### src/rtl/sg_pkg.sv
// Shared constants and types for the sector protection controller.
// Assumes a 512-Kbyte array with a 64-Kbyte top boot sector.
package sg_pkg;
    localparam int ADDR_W   = 19;                          // byte address width
    localparam int BIG_SH   = 16;                          // log2 of a main sector
    localparam int SUB_LO   = 13;                          // log2 of the smallest sub-sector
    localparam int SUB_SECT = BIG_SH - SUB_LO + 1;         // sectors inside block 0
    localparam int SECT_CNT = (1 << (ADDR_W - BIG_SH)) - 1 + SUB_SECT;
    localparam int SECT_W   = 4;                           // sector index width

    typedef enum logic [1:0] {
        OP_READ       = 2'b00,
        OP_PROG       = 2'b01,
        OP_ERASE_PART = 2'b10,
        OP_ERASE_UNI  = 2'b11
    } op_e;

    typedef struct packed {
        logic rd_lock;
        logic wr_lock;
    } lock_t;
endpackage

### src/rtl/sg_sector_map.sv
// Address decoder: maps a byte address to its partitioned sector index and
// returns the bounds of that sector and of its uniform 64-Kbyte block.
// Assumes sub-sectors halve in size going down from bit BIG_SH-1 to SUB_LO.
module sg_sector_map
    import sg_pkg::*;
#(
    parameter int AW = ADDR_W
) (
    input  logic [AW-1:0]        addr,
    output logic [SECT_W-1:0]    sect_idx,
    output logic [AW-BIG_SH-1:0] blk,
    output logic [AW-1:0]        part_first,
    output logic [AW-1:0]        part_last,
    output logic [AW-1:0]        uni_first,
    output logic [AW-1:0]        uni_last
);
    localparam int BW = AW - BIG_SH;

    assign blk       = addr[AW-1:BIG_SH];
    assign uni_first = {blk, {BIG_SH{1'b0}}};
    assign uni_last  = {blk, {BIG_SH{1'b1}}};

    // Purpose: find the sector and its bounds, main blocks first, then sub-sectors.
    always_comb begin
        if (blk != '0) begin
            sect_idx   = SECT_W'(blk) + SECT_W'(SUB_SECT - 1);
            part_first = uni_first;
            part_last  = uni_last;
        end else begin
            sect_idx   = '0;
            part_first = '0;
            part_last  = (AW'(1) << SUB_LO) - AW'(1);
            for (int k = SUB_LO; k < BIG_SH; k++) begin
                if (addr[k]) begin
                    sect_idx   = SECT_W'(k - SUB_LO + 1);
                    part_first = AW'(1) << k;
                    part_last  = (AW'(2) << k) - AW'(1);
                end
            end
        end
    end

    // the decoded sector must contain the address.
    always_comb begin
        assert_in_sector_R1: assert (part_first <= addr && addr <= part_last);
    end
endmodule

### src/rtl/sg_lock_bank.sv
// Per-sector lock registers. Cleared while the block is held in reset.
// Writes to an index beyond the last sector are dropped.
module sg_lock_bank
    import sg_pkg::*;
#(
    parameter int N = SECT_CNT
) (
    input  logic                 clk,
    input  logic                 live,
    input  logic                 wr_en,
    input  logic [SECT_W-1:0]    wr_idx,
    input  lock_t                wr_val,
    output lock_t [N-1:0]        locks
);
    for (genvar g = 0; g < N; g++) begin : g_sect
        // Purpose: hold one sector's lock bits, cleared in reset.
        always_ff @(posedge clk) begin
            if (!live)
                locks[g] <= '0;
            else if (wr_en && wr_idx == SECT_W'(g))
                locks[g] <= wr_val;
        end
    end

    assert_bad_index_R11: assert property (@(posedge clk) disable iff (!live)
        $past(live && wr_en && wr_idx >= SECT_W'(N)) |-> locks == $past(locks));

    assert_reset_clear_R9: assert property (@(posedge clk)
        !live |=> locks == '0);
endmodule

### src/rtl/sg_decide.sv
// Grant decision: combines hardware pins with the lock registers.
// The top sector is guarded by boot_lock_n; all others by wp_n.
module sg_decide
    import sg_pkg::*;
#(
    parameter int N  = SECT_CNT,
    parameter int BW = ADDR_W - BIG_SH
) (
    input  op_e               op,
    input  logic [SECT_W-1:0] sect_idx,
    input  logic [BW-1:0]     blk,
    input  lock_t [N-1:0]     locks,
    input  logic              boot_lock_n,
    input  logic              wp_n,
    output logic              grant
);
    logic [N-1:0] wr_block;

    for (genvar g = 0; g < N; g++) begin : g_blk
        if (g == N - 1) begin : g_top
            assign wr_block[g] = !boot_lock_n || locks[g].wr_lock;
        end else begin : g_rest
            assign wr_block[g] = !wp_n || locks[g].wr_lock;
        end
    end

    // Purpose: select the rule that applies to this operation.
    always_comb begin
        unique case (op)
            OP_READ:      grant = !locks[sect_idx].rd_lock;
            OP_ERASE_UNI: grant = (blk == '0) ? !(|wr_block[SUB_SECT-1:0])
                                              : !wr_block[sect_idx];
            default:      grant = !wr_block[sect_idx];
        endcase
    end
endmodule

### src/rtl/sector_guard.sv
// Top of the sector protection controller. Registers one response per request.
// Assumes rst_n and init_n are synchronous; either low resets the block.
module sector_guard
    import sg_pkg::*;
#(
    parameter int AW = ADDR_W,
    parameter int DW = 8
) (
    input  logic          clk,
    input  logic          rst_n,
    input  logic          init_n,
    input  logic          iface_sel,
    input  logic          boot_lock_n,
    input  logic          wp_n,
    input  logic          lk_we,
    input  logic [3:0]    lk_sector,
    input  logic [1:0]    lk_data,
    input  logic          req_valid,
    input  logic [1:0]    req_op,
    input  logic [AW-1:0] req_addr,
    input  logic [DW-1:0] arr_data,
    output logic          rsp_valid,
    output logic          rsp_grant,
    output logic          rsp_deny,
    output logic [AW-1:0] rsp_first,
    output logic [AW-1:0] rsp_last,
    output logic [DW-1:0] rd_data,
    output logic          host_mode
);
    localparam int BW = AW - BIG_SH;

    logic                 live;
    op_e                  op;
    logic [SECT_W-1:0]    sect_idx;
    logic [BW-1:0]        blk;
    logic [AW-1:0]        part_first, part_last, uni_first, uni_last;
    lock_t [SECT_CNT-1:0] locks;
    logic                 grant;

    assign live = rst_n && init_n;
    assign op   = op_e'(req_op);

    sg_sector_map #(.AW(AW)) map_i (
        .addr(req_addr), .sect_idx(sect_idx), .blk(blk),
        .part_first(part_first), .part_last(part_last),
        .uni_first(uni_first), .uni_last(uni_last)
    );

    sg_lock_bank #(.N(SECT_CNT)) bank_i (
        .clk(clk), .live(live), .wr_en(lk_we), .wr_idx(lk_sector),
        .wr_val(lock_t'(lk_data)), .locks(locks)
    );

    sg_decide #(.N(SECT_CNT), .BW(BW)) dec_i (
        .op(op), .sect_idx(sect_idx), .blk(blk), .locks(locks),
        .boot_lock_n(boot_lock_n), .wp_n(wp_n), .grant(grant)
    );

    // Purpose: register the response for the request seen this cycle.
    always_ff @(posedge clk) begin
        if (!live || !req_valid) begin
            rsp_valid <= 1'b0;
            rsp_grant <= 1'b0;
            rsp_deny  <= 1'b0;
            rsp_first <= '0;
            rsp_last  <= '0;
            rd_data   <= '1;
        end else begin
            rsp_valid <= 1'b1;
            rsp_grant <= grant;
            rsp_deny  <= !grant;
            rd_data   <= (op == OP_READ && grant) ? arr_data : '1;
            unique case (op)
                OP_ERASE_PART: begin rsp_first <= part_first; rsp_last <= part_last; end
                OP_ERASE_UNI:  begin rsp_first <= uni_first;  rsp_last <= uni_last;  end
                default:       begin rsp_first <= '0;         rsp_last <= '0;        end
            endcase
        end
    end

    // Purpose: capture the interface-select level while reset is held.
    always_ff @(posedge clk) begin
        if (!live)
            host_mode <= iface_sel;
    end

    assert_reset_quiet_R9: assert property (@(posedge clk)
        !live |=> !rsp_valid);

    assert_one_cycle_R12: assert property (@(posedge clk) disable iff (!live)
        $past(live) |-> rsp_valid == $past(req_valid));

    assert_flag_pair_R12: assert property (@(posedge clk) disable iff (!live)
        rsp_valid |-> (rsp_grant != rsp_deny));

    assert_boot_pin_R3: assert property (@(posedge clk) disable iff (!live)
        $past(live && req_valid && req_op != 2'b00 && !boot_lock_n
              && req_addr[AW-1:BIG_SH] == '1) |-> rsp_deny);

    assert_wp_pin_R5: assert property (@(posedge clk) disable iff (!live)
        $past(live && req_valid && req_op != 2'b00 && !wp_n
              && req_addr[AW-1:BIG_SH] != '1) |-> rsp_deny);

    assert_read_fill_R7: assert property (@(posedge clk) disable iff (!live)
        $past(live && req_valid && req_op == 2'b00) && rsp_deny |-> rd_data == '1);

    assert_mode_hold_R10: assert property (@(posedge clk) disable iff (!live)
        $past(live) |-> $stable(host_mode));
endmodule

### config.mk
export PLATFORM = sky130hd
export DESIGN_NAME = sector_guard
export DESIGN_NICKNAME = d
export VERILOG_FILES = /design/src/rtl/sg_pkg.sv /design/src/rtl/sg_sector_map.sv /design/src/rtl/sg_lock_bank.sv /design/src/rtl/sg_decide.sv /design/src/rtl/sector_guard.sv
export SDC_FILE = /design/constraint.sdc
export NUM_CORES = 1
export LEC_CHECK = 0
export BUFFER_PORTS_ARGS = -buffer_cell sky130_fd_sc_hd__buf_2
export CORE_AREA = 2 2 89 91
export CTS_CLUSTER_DIAMETER = 80
export CTS_CLUSTER_SIZE = 20
export DETAILED_ROUTE_END_ITERATION = 10
export DIE_AREA = 0 0 91 93
export PLACE_DENSITY_LB_ADDON = 0.05
export SETUP_SLACK_MARGIN = 0.5
export SLEW_MARGIN = 20
export SYNTH_ARGS = -nofsm -noshare
export SYNTH_HDL_FRONTEND = slang
export SYNTH_HIERARCHICAL = 1
export SYNTH_SLANG_ARGS = --single-unit
### constraint.sdc
create_clock -name clk -period 3.1 [get_ports clk]
set_input_delay 0 -clock clk [delete_from_list [all_inputs] [get_ports clk]]
set_output_delay 0 -clock clk [all_outputs]
set_load 0.05 [all_outputs]
==> summary.txt <==
Global route
  – Pin count of the biggest net entering global routing: 48
  – Overflow after GRT: 0
  – Global-route wire length before repair: 10.6 mm
  – Vias in the first global route: 2239
  – Initial antenna violation count: 0
  – All-Layer GR Usage: 16.0%

Pwr
  – Pleak: 2.00 nW
  – Pwr dens: approximately 450 nW/um2
  – Peak VDD IR: between 0.0002 and 0.0003 V

Worst setup path
  – Crit path launch: req_addr[17]
  – Critical path data arrival time: 2.59 ns
  – Reg-to-reg setup timing slack: approximately 1.1 ns
  – Crit-path max FO: 8
  – Worst reg2reg startpoint: bank_i/locks[12]
  – Setup crit end kind: register
  – Crit start category: input port
  – Critical Path RT: around 3.3 ns
  – Kind of critical path: input port to register

Routing
  – Via count: 2484
  – Final ANT Viol Nets: 0
  – Wirelength, routed: 6.44 mm
  – Drt first pass iters: 4
  – Average wire per standard cell: approximately 11 um
  – DRC viols: 0
  – DRT iter0 DRCs: 50
  – Vias per Instance: 4.40

STA
  – Fin Setup TNS: 0 ns
  – Fin. max-slew vios: 0
  – Max Freq: 420 MHz
  – Period utilization: between 70% and 80%
  – Worst slew pin tran: 0.733 ns
  – Worst rel slew slack: between 50 and 60%
  – Minimum clock period: 2.38 ns
  – # setup viols final: 0
  – Final Skew: 0.00855 ns
  – Hold Fails Final Rpt: 0
  – RSZ-0062 raised after global routing: no

Clock tree
  – Total CTS buffers: 9
  – Worst skew pair latency: 0.34 ns
  – CTS tree: built
  – Clk root buf: clkbuf_8
  – CTS clock-pin slew for the worst setup and hold paths: roughly 0.08 ns
  – Longest Clk Path Bufs: 2
  – CTS Sinks: 72
  – H-tree depth: 3

Place
  – # port buffers: 79
  – Detailed Place HPWL: around 4.3 mm
  – GP Congestion: 0.796

Hold path
  – Hold path startpoint: req_addr[13]
  – Worst Hold Class: input port to register

Logic synthesis
  – Ys async rst share: 0%
  – Ys Warns: 6
  – Synth top area cells: dfxtp_1 (39%), mux2i_1 (17%), buf_4 (15%), nor2_1 (4.8%), nand2_1 (3.2%)
  – Mapped Cells: approximately 380
  – Cell taking the most area after synthesis: dfxtp_1
  – Top-area cell type share of the netlist area: between 30% and 40%
  – Mapped Avg Cell Area: 9.62 um2
  – Part of the Yosys area used for sequential elements: between 40% and 50%
  – Yosys cell types: 43
  – Mapped Area: 3610 um2
  – Post-synth EDFFs: 1
  – Most used DFF post-synth: dfxtp_1
  – Register bit total from synthesis: 72

Floorplan
  – Core area: roughly 7500 um2
  – Die Y-Extent: 93 um
  – Die X: between 90 and 100 um
  – # rows: 32
  – Die ar.: approximately 8500 um2
  – Starting density of the core: 47.9%
  – I/O pin count: 93

Finish
  – Final core occ: 54.4%
  – Synth-to-layout area growth: 13.5%
  – ANT cells: 0
  – Nets@finish: just over 500
  – Fill cell count: roughly 730
  – Share of cells above drive strength 1: 24.7%

Run
  – MaxCap Viol Count: 0

Run status
  – Status: finished, final reports clean
==> sequential cells by signal (all words and copies together), names as in the netlist <==
name	flops
bank_i/locks	22
host_mode	1
rd_data	8
rsp_deny	1
rsp_first	19
rsp_grant	1
rsp_last	19
rsp_valid	1
==> cells in the mapped netlist (4+ instances only) <==
library cell,count
nor2_1,46
mux2i_1,63
ha_1,4
clkbuf_1,6
dfxtp_1,71
nor3_1,4
buf_4,72
nand3b_1,7
inv_1,11
nand2_1,31
or4_1,9
==> cell type report <==
| type | instances | area (um2) | area share [%] |
|---|---|---|---|
| well taps | 102 | 128 | 3.12 |
| inverters | 11 | 41.3 | 1.01 |
| clock inverters | 6 | 35.0 | 0.855 |
| repair buffers | 100 | 591 | 14.4 |
| clock buffers | 10 | 138 | 3.36 |
| multi-input cells | 263 | 1710 | 41.8 |
| flip-flops and latches | 72 | 1450 | 35.4 |
==> layer usage <==
| layer | wire [um] | track usage (%) |
|---|---|---|
| met1 | 3110 | 20.6 |
| met2 | 2900 | 24.9 |
| met3 | 284 | 3.71 |
| met4 | 150 | 8.46 |
| met5 | 0 | 0 |
==> cells by family after synthesis <==
| family | synth area share, % |
|---|---|
| AND/OR/NAND/NOR | 16.0 |
| flip-flops | 40.2 |
| other | 0.208 |
| multiplexers | 19.9 |
| adder cells (fa/ha/maj) | 1.39 |
| buffers and inverters | 19.2 |
| AO/OA/AOI/OAI | 3.05 |
==> report_power, final <==
group          switching, mW  internal (mW)
sequential           0.00321          0.940
clock                  0.340          0.306
combinational          0.156         0.0973
==> stage by stage <==
stage | instances | instance area (um2) | power (mW) | setup WS [ns] | hold WS (ns)
after floorplan | 431 | 3820 | 1.20 | 0.779 | 0.0989
after global placement | 531 | 3730 | 1.19 | 0.0751 | 0.189
after detailed placement | 531 | 3730 | 1.19 | 0.0243 | 0.187
after CTS | 562 | 4060 | 1.86 | 0.534 | 0.0193
after global routing | 564 | 4100 | 1.95 | 0.581 | 0.0400
final | 564 | 4100 | 1.84 | 0.717 | 0.0288
==> cells in the final DEF, fill, tap and decap left out, types with 6 or more instances in the layout <==
cell type and n:
nor2_1 46, inv_1 11, dlygate4sd3_1 15, buf_2 79, conb_1 58, nand3b_1 7, mux2i_1 63, buf_4 6
or4_1 9, dfxtp_1 71, clkbuf_8 10, nand2_1 31
==> worst paths after layout <==
check             cells after the start               to
setup / recovery                     11       rd_data[5]
hold / removal                        4     rsp_last[13]
setup reg to reg                      6       rd_data[5]
hold reg to reg                       2  bank_i/locks[7]
==> timing repair <==
action / CTS / global route
hold endpoints to repair: 14 / 0
setup endpoints to repair: 8 / 8
gates cloned: 0 / 1
hold buffers: 15 / 0
gates resized for setup: 2 / 3
buffers inserted: 0 / 1
==> worst max-delay path: stages <==
cell and delay, ns:
buf_2 0.12, inv_1 0.08, ha_2 0.28, nand2b_4 0.12, a32oi_2 0.40, mux2_2 0.39
o31ai_1 0.21, a31oi_1 0.12, o21ai_2 0.22, nand4_1 0.21, or4_1 0.43
No activity file was read; power rests on OpenSTA's default activity.
